**src/rtl/gif_pkg.sv**
```systemverilog
package gif_pkg;

  typedef enum logic [1:0] {
    CFG_ENABLE = 2'd0,
    CFG_MODE   = 2'd1,
    CFG_FILT   = 2'd2,
    CFG_PERIOD = 2'd3
  } cfg_sel_e;

  localparam int CFG_ADDR_W = 2;

endpackage

```
**src/rtl/gif_regs.sv**
```systemverilog
module gif_regs
  import gif_pkg::*;
#(
  parameter int NUM_LINES   = 24,
  parameter int PERIOD_W    = 8,
  parameter int DATA_W      = 32,
  parameter int PERIOD_INIT = 255
) (
  input  logic                  clk,
  input  logic                  rst,
  input  logic                  we,
  input  logic [CFG_ADDR_W-1:0] addr,
  input  logic [DATA_W-1:0]     wdata,
  output logic [DATA_W-1:0]     rdata,
  output logic [NUM_LINES-1:0]  en_q,
  output logic [NUM_LINES-1:0]  mode_q,
  output logic [NUM_LINES-1:0]  fen_q,
  output logic [PERIOD_W-1:0]   period_q
);

  cfg_sel_e sel;
  logic     unused_wdata_hi;

  assign sel             = cfg_sel_e'(addr);
  assign unused_wdata_hi = ^wdata[DATA_W-1:NUM_LINES];

  always_ff @(posedge clk) begin
    if (rst) begin
      en_q     <= '0;
      mode_q   <= '0;
      fen_q    <= '0;
      period_q <= PERIOD_W'(PERIOD_INIT);
      rdata    <= '0;
    end else begin
      unique case (sel)
        CFG_ENABLE: rdata <= DATA_W'(en_q);
        CFG_MODE:   rdata <= DATA_W'(mode_q);
        CFG_FILT:   rdata <= DATA_W'(fen_q);
        CFG_PERIOD: rdata <= DATA_W'(period_q);
        default:    rdata <= '0;
      endcase
      if (we) begin
        unique case (sel)
          CFG_ENABLE: en_q     <= wdata[NUM_LINES-1:0];
          CFG_MODE:   mode_q   <= wdata[NUM_LINES-1:0];
          CFG_FILT:   fen_q    <= wdata[NUM_LINES-1:0];
          CFG_PERIOD: period_q <= wdata[PERIOD_W-1:0];
          default:    ;
        endcase
      end
    end
  end

endmodule

```
**src/rtl/gif_sync.sv**
```systemverilog
module gif_sync #(
  parameter int WIDTH = 24
) (
  input  logic             clk,
  input  logic             rst,
  input  logic [WIDTH-1:0] d,
  output logic [WIDTH-1:0] q
);

  logic [WIDTH-1:0] stage1;

  always_ff @(posedge clk) begin
    if (rst) begin
      stage1 <= '0;
      q      <= '0;
    end else begin
      stage1 <= d;
      q      <= stage1;
    end
  end

endmodule

```
**src/rtl/gif_line.sv**
```systemverilog
module gif_line #(
  parameter int PERIOD_W = 8
) (
  input  logic                clk,
  input  logic                rst,
  input  logic                en,
  input  logic                mode,
  input  logic                fen,
  input  logic [PERIOD_W-1:0] period,
  input  logic                lvl,
  output logic                filt,
  output logic                irq
);

  logic [PERIOD_W-1:0] cnt;
  logic                differs;
  logic                settled;
  logic                event_now;

  assign differs   = (lvl != filt);
  assign settled   = (cnt >= period);
  assign event_now = mode & fen & differs & settled;

  always_ff @(posedge clk) begin
    if (rst) begin
      filt <= 1'b0;
      cnt  <= '0;
      irq  <= 1'b0;
    end else begin
      if (en) begin
        irq <= mode ? ~event_now : lvl;
      end else begin
        irq <= mode;
      end

      if (!fen) begin
        filt <= lvl;
        cnt  <= '0;
      end else if (!differs) begin
        cnt <= '0;
      end else if (settled) begin
        filt <= lvl;
        cnt  <= '0;
      end else begin
        cnt <= cnt + 1'b1;
      end
    end
  end

endmodule

```
**src/rtl/gpio_irq_front.sv**
```systemverilog
module gpio_irq_front
  import gif_pkg::*;
#(
  parameter int NUM_LINES   = 24,
  parameter int PERIOD_W    = 8,
  parameter int DATA_W      = 32,
  parameter int PERIOD_INIT = 255
) (
  input  logic                  clk,
  input  logic                  rst,
  input  logic                  cfg_we,
  input  logic [CFG_ADDR_W-1:0] cfg_addr,
  input  logic [DATA_W-1:0]     cfg_wdata,
  output logic [DATA_W-1:0]     cfg_rdata,
  input  logic [NUM_LINES-1:0]  irq_raw,
  output logic [NUM_LINES-1:0]  irq_out
);

  logic [NUM_LINES-1:0] en_q;
  logic [NUM_LINES-1:0] mode_q;
  logic [NUM_LINES-1:0] fen_q;
  logic [PERIOD_W-1:0]  period_q;
  logic [NUM_LINES-1:0] sync_lvl;
  logic [NUM_LINES-1:0] filt_lvl;

  gif_regs #(
    .NUM_LINES  (NUM_LINES),
    .PERIOD_W   (PERIOD_W),
    .DATA_W     (DATA_W),
    .PERIOD_INIT(PERIOD_INIT)
  ) u_regs (
    .clk     (clk),
    .rst     (rst),
    .we      (cfg_we),
    .addr    (cfg_addr),
    .wdata   (cfg_wdata),
    .rdata   (cfg_rdata),
    .en_q    (en_q),
    .mode_q  (mode_q),
    .fen_q   (fen_q),
    .period_q(period_q)
  );

  gif_sync #(.WIDTH(NUM_LINES)) u_sync (
    .clk(clk),
    .rst(rst),
    .d  (irq_raw),
    .q  (sync_lvl)
  );

  for (genvar i = 0; i < NUM_LINES; i++) begin : g_line
    gif_line #(.PERIOD_W(PERIOD_W)) u_line (
      .clk   (clk),
      .rst   (rst),
      .en    (en_q[i]),
      .mode  (mode_q[i]),
      .fen   (fen_q[i]),
      .period(period_q),
      .lvl   (sync_lvl[i]),
      .filt  (filt_lvl[i]),
      .irq   (irq_out[i])
    );
  end

endmodule

```
**config.mk**
```make
export PLATFORM = sky130hd
export DESIGN_NAME = gpio_irq_front
export DESIGN_NICKNAME = d
export VERILOG_FILES = /design/src/rtl/gif_pkg.sv /design/src/rtl/gif_regs.sv /design/src/rtl/gif_sync.sv /design/src/rtl/gif_line.sv /design/src/rtl/gpio_irq_front.sv
export SDC_FILE = /design/constraint.sdc
export NUM_CORES = 1
export LEC_CHECK = 0
export BUFFER_PORTS_ARGS = -buffer_cell sky130_fd_sc_hd__buf_2
export CORE_MARGIN = 2
export CORE_UTILIZATION = 40
export CTS_CLUSTER_SIZE = 30
export DETAILED_ROUTE_END_ITERATION = 10
export PLACE_DENSITY = 0.66
export SLEW_MARGIN = 30
export SYNTH_ARGS = -nofsm -noshare
export SYNTH_HDL_FRONTEND = slang
export SYNTH_SLANG_ARGS = --single-unit
```
**constraint.sdc**
```tcl
create_clock -name clk -period 5.66 [get_ports clk]
set_input_delay 1.132 -clock clk [delete_from_list [all_inputs] [get_ports clk]]
set_output_delay 1.132 -clock clk [all_outputs]
set_load 0.02 [all_outputs]
```
==> impl_metrics.tcl, run 1 <==
set metrics [dict create \
    routed_via_density 5.344 \
    seqPwrFrac 0.459 \
    cts_tree "done" \
    peakVddDrop_v 0.0002118 \
    wl_mm 49.83 \
    crit_required_ns 6.12 \
    grt_pass1_wl_mm 79.70 \
    synth-simple-area-share 0.2398 \
    synth_flop_cell "dfxtp_1" \
    dr.pass1.iters 5 \
    area_growth_pct 10.47 \
    synth.ff_latch_count 392 \
    async_flop_share 0 \
    skew_ns 0.01911 \
    chipHeight_um 232.0 \
    hold_viol_final 0 \
    netlist_top_cells_area "dfxtp_1 (38%), ha_1 (13%), xor2_1 (5.4%)" \
    synth_cells 2235 \
    internal_power_uw 4756 \
    total_power_uw 6210 \
    synth_top_area_share 0.3775 \
    p_sw_uw 1454 \
    whs_ns 0.4334 \
    core_mm2 0.05130 \
    synth_top_area_cell "dfxtp_1" \
    post-route-util 0.4476 \
    post_drt_wl_per_cell_um 16.64 \
    powerDensity_mw_per_mm2 270.4 \
    fillers 4912 \
    die_x_um 232.0 \
    grt_overflow_total 0 \
    num_vias 16000 \
    hold_class "flop to flop" \
    placement_rows 83 \
    maxSlewHeadroom 0.3681 \
    antenna_found_initial 4 \
    period_share 0.4885 \
    post-cts-setup-buffers 0 \
    rsz0062_at_grt "false" \
    grt_max_degree 146 \
    clock_sink_count 392 \
    cts_root_buf "clkbuf_16" \
    ys_seq_area_frac 0.3775 \
    dieArea_mm2 0.05381 \
    synthTopCellsByCount "dfxtp_1 (392), nand2_1 (217), ha_1 (216), nor2_1 (141), xor2_1 (129)" \
    yosysMostFrequentCell "dfxtp_1" \
    pwr-share-comb 0.057 \
    fin_cells 2994 \
    cp-end-kind "flop" \
    finalSetupViolCount 0 \
    worstPathArrival_ns 3.22 \
    yosys_warnings 0 \
    ant_nets 0 \
    clk-insertion-delay-late_ns 0.58 \
    port_buffers 100 \
    drt_iter0_markers 932 \
    nNetsFinal 2554 \
    first_global_vias 15730 \
    gp_congestion 0.8371 \
    clk_pin_slew_ns 0.06 \
    drv_cap 0 \
    total_leakage_power_uw 0.009282 \
    ctsResizeCount 0 \
    synth.avg_cell_area_um2 9.301 \
    postCtsHoldBufs 0 \
    fin_crit_ns 2.765 \
    drc_errors 0 \
    clkPwrFrac 0.484 \
    synth_top_family_by_area "simple AND/OR/NAND/NOR gates" \
    fmax_mhz 361.7 \
    dp.cells 2909 \
    synth_mux_area_frac 0.02793 \
    syn_area_mm2 0.02079 \
    clock_path_buffers 3 \
    initial_core_util 0.4052 \
    switching_share 0.2342 \
    tns_ns 0 \
    synth_compound_area_frac 0.1020 \
    track_usage 0.1848 \
    synth_fa_ha_area_frac 0.1300 \
    outcome "finished clean" \
    maxSlewViolCount 0 \
    synth_xor_area_frac 0.07078 \
    synth_cell_types 37 \
    cts_max_level 2 \
    critPathLaunchType "flop" \
    worstMarginPinSlew_ns 0.9465 \
    worst-path-max-fanout 14 \
    place_hpwl_mm 33.05 \
    drive_gt1_frac 0.1660 \
    critical_path_class "flop to flop" \
    boundaryPins 117 \
    cts_buffers 45 \
    synth_edf_count 0 \
]
[routing by layer]
metal  vias to the layer above  track usage  wire length [µm]
met1                      7638       0.2397             22450
li1                       7834            -                 -
met2                       414       0.3048             22880
met3                       107      0.04052              3131
met5                         -            0                37
met4                         6      0.05909              1328
[logic make-up after synthesis]
kind of cell / after synthesis
other cells: 1
xor+xnor: 168
compound gates: 312
fa+ha+maj: 216
buf+inv: 178
mux: 48
flops: 392
simple gates: 920
[power groups by stage]
stage | logic (µW) | registers, µW | clock network, µW
after floorplan | 235 | 2900 | 0
after global placement | 339 | 2910 | 0
after global routing | 390 | 2850 | 3200
after CTS | 353 | 2850 | 3090
final | 354 | 2850 | 3010
after detailed placement | 351 | 2910 | 0
[final cells by class]
cell class	count	area (µm²)	area share
Multi-Input combinational cell	1672	11900	0.5181
Sequential cell	392	7848	0.3417
Clock buffer	63	1326	0.05775
Tap cell	680	850.8	0.03705
Timing Repair Buffer	109	609.3	0.02653
Clock inverter	20	216.5	0.009426
Inverter	57	214.0	0.009317
Antenna cell	1	2.502	0.0001090
[metrics by stage]
| step | cell area (µm²) | worst slack (ns) |
|---|---|---|
| global route | 22960 | 2.758 |
| finish | 22960 | 2.895 |
| CTS | 22930 | 2.856 |
| detailed placement | 21390 | 2.505 |
| floorplan | 20810 | 3.488 |
| global placement | 21390 | 2.561 |
[sequential cells by signal, indices dropped and copies added (netlist names)]
signal,count
u_sync.q,24
u_sync.stage1,24
u_regs.period_q,8
u_regs.fen_q,24
g_line.u_line.cnt,192
g_line.u_line.irq,24
u_regs.en_q,24
g_line.u_line.filt,24
u_regs.mode_q,24
u_regs.rdata,24
[path summary, 6_finish.rpt]
| check | start | to | slack [ns] | depth (start not counted) |
|---|---|---|---|---|
| worst max-delay path | u_regs.period_q[0] | g_line[3].u_line.irq | 2.89 | 6 |
| worst min-delay path | u_sync.stage1[15] | u_sync.q[15] | 0.43 | 1 |
| worst max register to register | u_regs.period_q[0] | g_line[3].u_line.irq | 2.89 | 6 |
| worst min register to register | u_sync.stage1[15] | u_sync.q[15] | 0.43 | 1 |
[critical path, cell delays in order, from the launching register on]
cell	delay, ns
dfxtp_1	0.91
buf_4	0.42
ha_1	0.28
nor2b_1	0.11
o21ai_1	0.09
a211o_1	0.50
a211oi_2	0.33
[layout by cell type (no fill, tap or decap), types with 4 or more instances in the layout]
cell,count
a211o_1,31
or2_2,13
clkbuf_8,10
nor2b_1,104
clkbuf_16,47
and3_1,47
nand2_2,10
nand4_1,24
dfxtp_1,392
a21oi_1,116
a211oi_2,37
nor3_1,94
clkbuf_1,7
ha_1,216
mux2i_1,40
mux4_2,8
nor3_2,101
bufinv_16,4
inv_2,7
xor2_1,129
buf_4,7
inv_1,50
nand3_1,117
nor2_1,140
buf_2,99
o21ai_0,48
clkinv_2,12
a21oi_2,20
nand2_1,217
nand2b_1,48
a211oi_1,35
o21ai_1,24
conb_1,8
xnor2_1,39
Note: power is estimated with default switching activity, not from simulation.
==> run 2: changes to the inputs <==
Clock period 5.66 ns to 2.6 ns, I/O delays scaled along.
==> impl_metrics.tcl, run 2 (synthesis results as in run 1) <==
set metrics [dict create \
    cts_buffers 44 \
    place_ws_ns 0.4170 \
    crit_required_ns 3.07 \
    chipHeight_um 232.0 \
    internal_power_uw 10380 \
    hold_class "input pin to flop" \
    critPathTopFamily "compound AO/OA/AOI/OAI gates" \
    dieArea_mm2 0.05381 \
    hold_viol_final 0 \
    wl_mm 49.83 \
    boundaryPins 117 \
    clkPwrFrac 0.481 \
    drive_gt1_frac 0.1744 \
    clock_path_buffers 3 \
    worst-path-max-fanout 15 \
    place_hpwl_mm 34.14 \
    fillers 4867 \
    post_drt_wl_per_cell_um 16.49 \
    fin_cells 3021 \
    die_x_um 232.0 \
    pwr-share-comb 0.061 \
    finalSetupViolCount 0 \
    fmax_mhz 461.5 \
    gp_congestion 0.8370 \
    critPathLaunchType "flop" \
    total_power_uw 13530 \
    p_sw_uw 3149 \
    drv_cap 0 \
    routed_via_density 5.229 \
    post-route-util 0.4541 \
    first_global_vias 15350 \
    crit_chain "inv_1 -> buf_12 -> ha_1 -> a211oi_1 -> nor2_1 -> a211o_1 -> a211oi_2" \
    maxSlewHeadroom 0.6093 \
    track_usage 0.1827 \
    outcome "finished clean" \
    grt_overflow_total 0 \
    antenna_found_initial 3 \
    max_flop_register "g_line.u_line.cnt" \
    slowest_delay_ns 0.43 \
    drc_errors 0 \
    cts_tree "done" \
    seqPwrFrac 0.458 \
    ctsResizeCount 0 \
    core_mm2 0.05130 \
    reg2reg_depth 7 \
    ant_nets 0 \
    port_buffers 100 \
    largest_reg_flops 192 \
    clk-insertion-delay-late_ns 0.57 \
    worstPathArrival_ns 2.64 \
    period_share 0.8334 \
    crit_buf_inv 2 \
    nNetsFinal 2583 \
    area_growth_pct 12.06 \
    skew_ns 0.01565 \
    worstHoldPathCells 2 \
    switching_share 0.2328 \
    dp.cells 2940 \
    drt_iter0_markers 981 \
    fin_crit_ns 2.167 \
    peakVddDrop_v 0.0004348 \
    mostFrequentLayoutCells "dfxtp_1 (392), nand2_1 (217), ha_1 (216)" \
    dr.pass1.iters 5 \
    post-cts-setup-buffers 0 \
    cp_num_cells 7 \
    powerDensity_mw_per_mm2 580.8 \
    cts_max_level 2 \
    postCtsHoldBufs 0 \
    worstMarginPinSlew_ns 0.5854 \
    tns_ns 0 \
    slowest_stage "a211o_1" \
    worst_slack_ns 0.4332 \
    cp-end-kind "flop" \
    total_leakage_power_uw 0.009473 \
    maxSlewViolCount 0 \
    critical_path_class "flop to flop" \
    num_vias 15800 \
    clock_sink_count 392 \
    initial_core_util 0.4052 \
    placement_rows 83 \
    rsz0062_at_grt "false" \
    grt_max_degree 53 \
    cts_root_buf "clkbuf_16" \
    layout_commonest_cell "dfxtp_1" \
    clk_pin_slew_ns 0.06 \
    grt_pass1_wl_mm 79.25 \
]
run 2: cell types whose count changed in the layout (fill, tap and decap cells not counted), moves of 2 or more:
cell,previous run,this run
clkbuf_16,47,45
inv_1,50,57
buf_4,7,26
inv_2,7,0
buf_12,1,13
clkbuf_1,7,3
run 2: metal layers:
metal,up-vias,routed length (µm),global-route usage
met4,2,1151,0.05048
met3,87,2750,0.03954
met5,-,9,0
met1,7501,22690,0.2333
met2,340,23230,0.3094
li1,7867,-,-
run 2: final timing paths:
check,end,from,slack (ns)
max,g_line[7].u_line.irq,u_regs.period_q[4],0.43
min,u_sync.stage1[13],irq_raw[13],0.16
max reg2reg,g_line[7].u_line.irq,u_regs.period_q[4],0.43
min reg2reg,u_sync.q[23],u_sync.stage1[23],0.44
run 2: metrics by stage:
| stage | instance area, µm² | hold slack, ns |
|---|---|---|
| 5_1_grt | 23290 | 0.1408 |
| 6_report | 23290 | 0.1566 |
| 3_5_place_dp | 21770 | 0.4212 |
| 3_3_place_gp | 21770 | 0.4185 |
| 2_1_floorplan | 20810 | 0.4138 |
| 4_1_cts | 23290 | 0.1252 |
run 2: power groups by stage:
stage / Combinational [µW] / Sequential [µW] / Clock (µW)
floorplan: 512 / 6320 / 0
global placement: 805 / 6320 / 0
detailed placement: 829 / 6330 / 0
CTS: 833 / 6190 / 6660
global route: 912 / 6200 / 6910
finish: 831 / 6190 / 6500
run 2: cell type report:
type,count,area (µm²),share of cell area
clock buffer,58,1275,0.05473
tap,680,850.8,0.03652
multi-input combinational,1672,11890,0.5105
inverter,57,214.0,0.009185
timing repair buffer,139,964.7,0.04141
clock inverter,22,247.7,0.01063
sequential,392,7848,0.3369
antenna,1,2.502,0.0001074
